**src/rtl/pdt_pkg.sv**
```systemverilog
package pdt_pkg;
    localparam int DATA_W = 32;
    localparam int ADDR_W = 4;

    typedef enum logic [1:0] {
        SEL_CTRL    = 2'd0,
        SEL_RELOAD  = 2'd1,
        SEL_CURRENT = 2'd2,
        SEL_CALIB   = 2'd3
    } reg_sel_e;

    typedef enum logic [1:0] {
        CNT_HALT = 2'd0,
        CNT_ZERO = 2'd1,
        CNT_DOWN = 2'd2
    } cnt_state_e;

    localparam int BIT_EN    = 0;
    localparam int BIT_IE    = 1;
    localparam int BIT_SRC   = 2;
    localparam int BIT_FLAG  = 16;
    localparam int BIT_SKEW  = 30;
    localparam int BIT_NOREF = 31;
endpackage

```
**src/rtl/pdt_tick_sel.sv**
```systemverilog
module pdt_tick_sel #(
    parameter bit HAS_REF = 1'b1
) (
    input  logic src_core_i,
    input  logic ref_tick_i,
    output logic tick_o
);
    localparam logic REF_OK = HAS_REF;

    // core source ticks every cycle; reference ticks only if one exists
    assign tick_o = src_core_i | (ref_tick_i & REF_OK);
endmodule

```
**src/rtl/pdt_counter.sv**
```systemverilog
module pdt_counter
    import pdt_pkg::*;
#(
    parameter int CNT_W = 24
) (
    input  logic             clk_i,
    input  logic             rst_ni,
    input  logic             en_q_i,
    input  logic             en_next_i,
    input  logic             tick_i,
    input  logic             clr_i,
    input  logic [CNT_W-1:0] reload_i,
    output logic [CNT_W-1:0] cnt_o,
    output logic             wrap_o
);
    localparam logic [CNT_W-1:0] ONE = CNT_W'(1);

    cnt_state_e       state_q, state_n;
    logic [CNT_W-1:0] cnt_q, cnt_n;

    always_comb begin
        cnt_n = cnt_q;
        unique case (state_q)
            CNT_HALT: cnt_n = cnt_q;
            CNT_ZERO: if (tick_i) cnt_n = reload_i;
            CNT_DOWN: if (tick_i) cnt_n = cnt_q - ONE;
            default:  cnt_n = cnt_q;
        endcase
        if (clr_i) cnt_n = '0;

        if (!en_next_i)        state_n = CNT_HALT;   // go_halt
        else if (cnt_n == '0)  state_n = CNT_ZERO;   // go_zero
        else                   state_n = CNT_DOWN;   // go_down
    end

    always_ff @(posedge clk_i) begin
        if (!rst_ni) begin
            state_q <= CNT_HALT;
            cnt_q   <= '0;
        end else begin
            state_q <= state_n;
            cnt_q   <= cnt_n;
        end
    end

    assign cnt_o  = cnt_q;
    assign wrap_o = (state_q == CNT_DOWN) && tick_i && !clr_i && (cnt_q == ONE);

    // halted state tracks the enable register held elsewhere
    p_halt_tracks_en_r11: assert property (@(posedge clk_i) disable iff (!rst_ni)
        (state_q == CNT_HALT) == !en_q_i);
    p_hold_when_off_r11: assert property (@(posedge clk_i) disable iff (!rst_ni)
        (state_q == CNT_HALT && !clr_i) |=> (cnt_q == $past(cnt_q)));
    p_dec_by_one_r3: assert property (@(posedge clk_i) disable iff (!rst_ni)
        (state_q == CNT_DOWN && tick_i && !clr_i) |=> (cnt_q == $past(cnt_q) - ONE));
    p_zero_reload_r3: assert property (@(posedge clk_i) disable iff (!rst_ni)
        (state_q == CNT_ZERO && tick_i && !clr_i) |=> (cnt_q == $past(reload_i)));
    p_clear_wins_r6: assert property (@(posedge clk_i) disable iff (!rst_ni)
        clr_i |=> (cnt_q == '0));
endmodule

```
**src/rtl/pdt_regs.sv**
```systemverilog
module pdt_regs
    import pdt_pkg::*;
#(
    parameter int          CNT_W   = 24,
    parameter bit          HAS_REF = 1'b1,
    parameter bit          SKEW    = 1'b0,
    parameter int unsigned TENMS   = 10000
) (
    input  logic              clk_i,
    input  logic              rst_ni,
    input  reg_sel_e          sel_i,
    input  logic              wr_en_i,
    input  logic              rd_en_i,
    input  logic [DATA_W-1:0] wdata_i,
    input  logic [CNT_W-1:0]  cnt_i,
    input  logic              wrap_i,
    output logic              en_q_o,
    output logic              en_next_o,
    output logic              src_o,
    output logic [CNT_W-1:0]  reload_o,
    output logic              clr_o,
    output logic              irq_o,
    output logic [DATA_W-1:0] rdata_o
);
    logic             en_q, ie_q, src_q, flag_q, irq_q;
    logic [CNT_W-1:0] reload_q;
    logic             wr_ctrl, wr_reload, rd_ctrl;
    logic             unused_hi;

    assign wr_ctrl   = wr_en_i && (sel_i == SEL_CTRL);
    assign wr_reload = wr_en_i && (sel_i == SEL_RELOAD);
    assign clr_o     = wr_en_i && (sel_i == SEL_CURRENT);
    assign rd_ctrl   = rd_en_i && (sel_i == SEL_CTRL);
    assign unused_hi = ^wdata_i[DATA_W-1:CNT_W];

    assign en_next_o = wr_ctrl ? wdata_i[BIT_EN] : en_q;

    always_ff @(posedge clk_i) begin
        if (!rst_ni) begin
            en_q     <= 1'b0;
            ie_q     <= 1'b0;
            src_q    <= 1'b0;
            flag_q   <= 1'b0;
            irq_q    <= 1'b0;
            reload_q <= '0;
        end else begin
            if (wr_ctrl) begin
                en_q  <= wdata_i[BIT_EN];
                ie_q  <= wdata_i[BIT_IE];
                src_q <= wdata_i[BIT_SRC];
            end
            if (wr_reload) reload_q <= wdata_i[CNT_W-1:0];
            if (wrap_i)                  flag_q <= 1'b1;
            else if (clr_o || rd_ctrl)   flag_q <= 1'b0;
            irq_q <= wrap_i && ie_q;
        end
    end

    always_comb begin
        rdata_o = '0;
        unique case (sel_i)
            SEL_CTRL: begin
                rdata_o[BIT_EN]   = en_q;
                rdata_o[BIT_IE]   = ie_q;
                rdata_o[BIT_SRC]  = src_q;
                rdata_o[BIT_FLAG] = flag_q;
            end
            SEL_RELOAD:  rdata_o[CNT_W-1:0] = reload_q;
            SEL_CURRENT: rdata_o[CNT_W-1:0] = cnt_i;
            SEL_CALIB: begin
                rdata_o[BIT_NOREF]  = !HAS_REF;
                rdata_o[BIT_SKEW]   = SKEW;
                rdata_o[CNT_W-1:0]  = CNT_W'(TENMS);
            end
            default: rdata_o = '0;
        endcase
    end

    assign en_q_o   = en_q;
    assign src_o    = src_q;
    assign reload_o = reload_q;
    assign irq_o    = irq_q;

    p_flag_after_wrap_r7: assert property (@(posedge clk_i) disable iff (!rst_ni)
        wrap_i |=> flag_q);
    p_irq_single_r8: assert property (@(posedge clk_i) disable iff (!rst_ni)
        irq_q |=> !irq_q);
    p_irq_with_flag_r8: assert property (@(posedge clk_i) disable iff (!rst_ni)
        irq_q |-> flag_q);
endmodule

```
**src/rtl/periodic_dntimer.sv**
```systemverilog
module periodic_dntimer
    import pdt_pkg::*;
#(
    parameter int          CNT_W   = 24,
    parameter bit          HAS_REF = 1'b1,
    parameter bit          SKEW    = 1'b0,
    parameter int unsigned TENMS   = 10000
) (
    input  logic        clk_i,
    input  logic        rst_ni,
    input  logic        ref_tick_i,
    input  logic [3:0]  addr_i,
    input  logic        wr_en_i,
    input  logic        rd_en_i,
    input  logic [31:0] wdata_i,
    output logic [31:0] rdata_o,
    output logic        irq_o
);
    reg_sel_e         sel;
    logic             en_q, en_next, src, tick, clr, wrap;
    logic [CNT_W-1:0] reload, cnt;
    logic             unused_lsb;

    assign sel        = reg_sel_e'(addr_i[ADDR_W-1:2]);
    assign unused_lsb = ^addr_i[1:0];

    pdt_tick_sel #(.HAS_REF(HAS_REF)) u_tick (
        .src_core_i (src),
        .ref_tick_i (ref_tick_i),
        .tick_o     (tick)
    );

    pdt_counter #(.CNT_W(CNT_W)) u_cnt (
        .clk_i     (clk_i),
        .rst_ni    (rst_ni),
        .en_q_i    (en_q),
        .en_next_i (en_next),
        .tick_i    (tick),
        .clr_i     (clr),
        .reload_i  (reload),
        .cnt_o     (cnt),
        .wrap_o    (wrap)
    );

    pdt_regs #(.CNT_W(CNT_W), .HAS_REF(HAS_REF), .SKEW(SKEW), .TENMS(TENMS)) u_regs (
        .clk_i     (clk_i),
        .rst_ni    (rst_ni),
        .sel_i     (sel),
        .wr_en_i   (wr_en_i),
        .rd_en_i   (rd_en_i),
        .wdata_i   (wdata_i),
        .cnt_i     (cnt),
        .wrap_i    (wrap),
        .en_q_o    (en_q),
        .en_next_o (en_next),
        .src_o     (src),
        .reload_o  (reload),
        .clr_o     (clr),
        .irq_o     (irq_o),
        .rdata_o   (rdata_o)
    );
endmodule

```
**config.mk**
```make
export PLATFORM = sky130hd
export DESIGN_NAME = periodic_dntimer
export DESIGN_NICKNAME = d
export VERILOG_FILES = /design/src/rtl/pdt_pkg.sv /design/src/rtl/pdt_tick_sel.sv /design/src/rtl/pdt_counter.sv /design/src/rtl/pdt_regs.sv /design/src/rtl/periodic_dntimer.sv
export SDC_FILE = /design/constraint.sdc
export NUM_CORES = 1
export LEC_CHECK = 0
export ABC_AREA = 0
export CORE_ASPECT_RATIO = 0.7
export CORE_UTILIZATION = 47
export CTS_CLUSTER_DIAMETER = 40
export DETAILED_ROUTE_END_ITERATION = 8
export PLACE_DENSITY = 0.88
export SLEW_MARGIN = 20
export SYNTH_ARGS = -nofsm -noshare
export SYNTH_HDL_FRONTEND = slang
export SYNTH_SLANG_ARGS = --single-unit
export TNS_END_PERCENT = 100
```
**constraint.sdc**
```tcl
create_clock -name clk_i -period 2.65 [get_ports clk_i]
set_input_delay 0.265 -clock clk_i [delete_from_list [all_inputs] [get_ports clk_i]]
set_output_delay 0.265 -clock clk_i [all_outputs]
set_load 0.02 [all_outputs]
```
==> impl_metrics.toml <==
[cts]
cts_buffer_depth = 2
cts_inserted_buffers = 5
clk_latency_ns = 0.33
cts_hold_buf = 0
cts_root_buf = "clkbuf_8"
cts_sinks = 55
clk_pin_slew_ns = 0.11
cts_tree = "yes"
cts_max_level = 2

[logic_synthesis]
synth-compound-area-share = 0.283
synth.area.mux_share = 0.0296
syn_avg_cell_area_um2 = 7.45
ys_async_sr_fraction = 0
synth_xor_area_frac = 0
seq_area_frac_synth = 0.306
ys_seq_elements = 55
yosys_warnings = 0
synthTopCellsByArea = "dfxtp_1, nand2_1, a22oi_1, nor2_1, a21oi_1"
synth_area_leader_cell = "dfxtp_1"
synth_top_family_by_area = "compound AO/OA/AOI/OAI gates"
synth_area_mm2 = 0.00360
syn_inst = 483
synthSimpleGateAreaFrac = 0.273
synthFlopType = "dfxtp_1"
synth_cell_type_count = 63
synth_top_area_share = 0.306
synth_common_cells = "nand2_1, dfxtp_1, nor2_1, a21oi_1, a22oi_1"
synthAdderAreaFrac = 0.0313
synth_most_common_cell = "nand2_1"
synth_edf_count = 0

[floorplanning]
initial_core_util = 0.489
die_area_mm2 = 0.00801
fp.dieH_um = 75.2
core_mm2 = 0.00735
die_x_um = 107
placementRows = 26
ios = 74

[power_and_ir_drop]
p_leak_nw = 2.13
powerDensity_mw_per_mm2 = 324
internal-power_mw = 1.16
vdd_ir_drop_max_mv = 0.335
comb_power_share = 0.173
switching_share = 0.287
p_clk_frac = 0.302
switchingPower_uw = 468
p_seq_frac = 0.524

[layout]
final_util = 0.683
antenna_cells = 0
fillCellCount = 628
stdcell_count = 702
final_layout_size_suffix_gt1_frac = 0.228
ff_latch_area_mm2 = 0.00110
multi_input_area_mm2 = 0.00235
fin_nets = 653
area_delta_synth_final_pct = 39.7
final_area_mm2 = 0.00502

[grt]
first_global_vias = 3955
gr-max-usage-layer = "met2"
met1_usage = 0.488
grt_overflow = 0
antenna_found_initial = 0
grt_usage = 0.344
gr-usage-met3 = 0.0996
grt_max_degree = 32
grt_first_pass_wirelength_um = 20800
grtUsageMet2 = 0.504

[drt]
drt_pre_antenna_iters = 5
dr_total_vias = 4321
dr.first_iter.drc_count = 404
via_per_inst = 6.16
antenna_left = 0
drcViolationCount = 0
routedWlPerCell_um = 19.3
wl_um = 13500

[placement]
postPlaceCellArea_mm2 = 0.00481
gp_congestion = 0.982
dp_hpwl_um = 10400
portBuffers = 55
dp_cells = 692

[worst_setup_path]
cp-start-kind = "flop"
rrSetupSlack_ns = -0.05
critical_path.max_stage_delay_ns = 0.40
arrival_ns = 2.94
crit_type = "flop to flop"
crit_path_end_kind = "flop"
path_max_fanout = 8
reg2reg_depth = 9
r2r_start = "u_cnt.state_q[0]$_SDFF_PN0_"
cp.required_ns = 2.88
r2r_end = "u_cnt.state_q[1]$_SDFF_PN0_"
critPathSlowestCell = "a222oi_1"
path_cells = "inv_1 -> ha_4 -> o21ba_4 -> mux2_2 -> a222oi_1 -> nor4b_2 -> and4_1 -> a41oi_2 -> o31a_1"

[min_path]
hp-start = "wdata_i[21]"
holdCritPathClass = "input pin to flop"
worstHoldPathCells = 3
hold_end = "u_regs.reload_o[21]$_SDFFE_PN0P_"

[sta]
clock_skew_ns = 0.0114
finalSetupViolCount = 1
finalCritPeriodShare = 1.02
post-route-min-period_ns = 2.70
fmax_mhz = 370
holdWs_ns = 0.471
hold_violations = 0
max_slew_margin = 0.491
rsz0062_at_grt = "true"
setup_slack_ns = -0.0538
worst_pin_slew_ns = 0.762
slew_violations = 0

[run_status]
outcome = "complete, but fails checks"
failed_checks = "setup timing"

[run]
maxCapViolCount = 0
[how the worst max path moves through the flow]
stage / from / slack (ns) / end / depth (start not counted)
after floorplan: u_cnt.cnt_o[17]$_SDFF_PN0_ / 0.02 / u_cnt.state_q[1]$_SDFF_PN0_ / 8
after global placement: ref_tick_i / -0.22 / u_cnt.state_q[1]$_SDFF_PN0_ / 8
after detailed placement: ref_tick_i / -0.30 / u_cnt.state_q[1]$_SDFF_PN0_ / 9
after CTS: u_cnt.cnt_o[16]$_SDFF_PN0_ / -0.0004 / u_cnt.state_q[1]$_SDFF_PN0_ / 7
after global routing: u_cnt.cnt_o[16]$_SDFF_PN0_ / -0.07 / u_cnt.state_q[1]$_SDFF_PN0_ / 7
final: u_cnt.state_q[0]$_SDFF_PN0_ / -0.05 / u_cnt.state_q[1]$_SDFF_PN0_ / 9
[power groups by stage]
stage / sequential (mW) / clock, mW / combinational (mW)
final: 0.855 / 0.493 / 0.282
after global routing: 0.857 / 0.531 / 0.300
after CTS: 0.854 / 0.495 / 0.276
after detailed placement: 0.872 / 0 / 0.271
after global placement: 0.872 / 0 / 0.266
after floorplan: 0.867 / 0 / 0.143
[routing by layer]
metal,up-vias,part of all wire
li1,1974,-
met1,2026,0.45
met2,293,0.42
met3,28,0.12
met4,0,0.015
met5,-,0
[cells in the final DEF (no fill, tap or decap), drive strengths merged, types with 7 or more instances in the layout]
master | Yosys | layout
o21ai | 15 | 15
a221oi | 7 | 7
nand2 | 79 | 79
nor2 | 53 | 53
a22o | 11 | 11
clkdlybuf4s50 | 0 | 49
inv | 12 | 12
buf | 16 | 98
nor4 | 10 | 10
a21oi | 34 | 34
a22oi | 32 | 32
nor3 | 9 | 9
conb | 1 | 8
nor2b | 10 | 10
and2 | 10 | 10
nand3 | 9 | 9
dfxtp | 55 | 55
ha | 9 | 9
[critical path: cells and delay by family, from the launching register on]
family                   cells  cell delay, ns
adder cells (fa/ha/maj)      1            0.31
buffers and inverters        1            0.07
AND/OR/NAND/NOR              2            0.56
AO/OA/AOI/OAI                4            1.02
multiplexers                 1            0.27
flip-flops                   1            0.36
[timing repair]
item	4_1_cts	5_1_grt
pin swaps	3	4
setup buffers	1	1
gates resized for setup	11	16
endpoints found under the setup margin	2	12
[final cells by class]
cell class                 count  share of cell area
sequential                    55               0.220
timing repair buffer         153               0.261
clock buffer                   6              0.0144
tap                           98              0.0244
inverter                      12             0.00896
multi-input combinational    376               0.467
clock inverter                 2             0.00349
[state kept, by name, indices dropped and copies added, names as in the netlist]
name and count:
u_cnt.cnt_o 24, u_regs.reload_o 24, u_cnt.state_q 2, u_regs.en_q_o 1, u_regs.flag_q 1, u_regs.ie_q 1, u_regs.irq_o 1, u_regs.src_o 1
[kinds of logic after synthesis]
group / count (synthesis)
compound gates: 143
fa+ha+maj: 9
other cells: 1
buf+inv: 59
simple gates: 206
flops: 55
mux: 10
[per-stage QoR]
step | worst slack (ns) | power [mW] | TNS [ns]
floorplan | 0.0161 | 1.01 | 0
global placement | -0.216 | 1.14 | -0.373
detailed placement | -0.303 | 1.14 | -0.533
CTS | -0.000437 | 1.62 | -0.000437
global route | -0.0701 | 1.69 | -0.0900
finish | -0.0538 | 1.63 | -0.0538
Note: power is estimated with default switching activity, not from simulation.
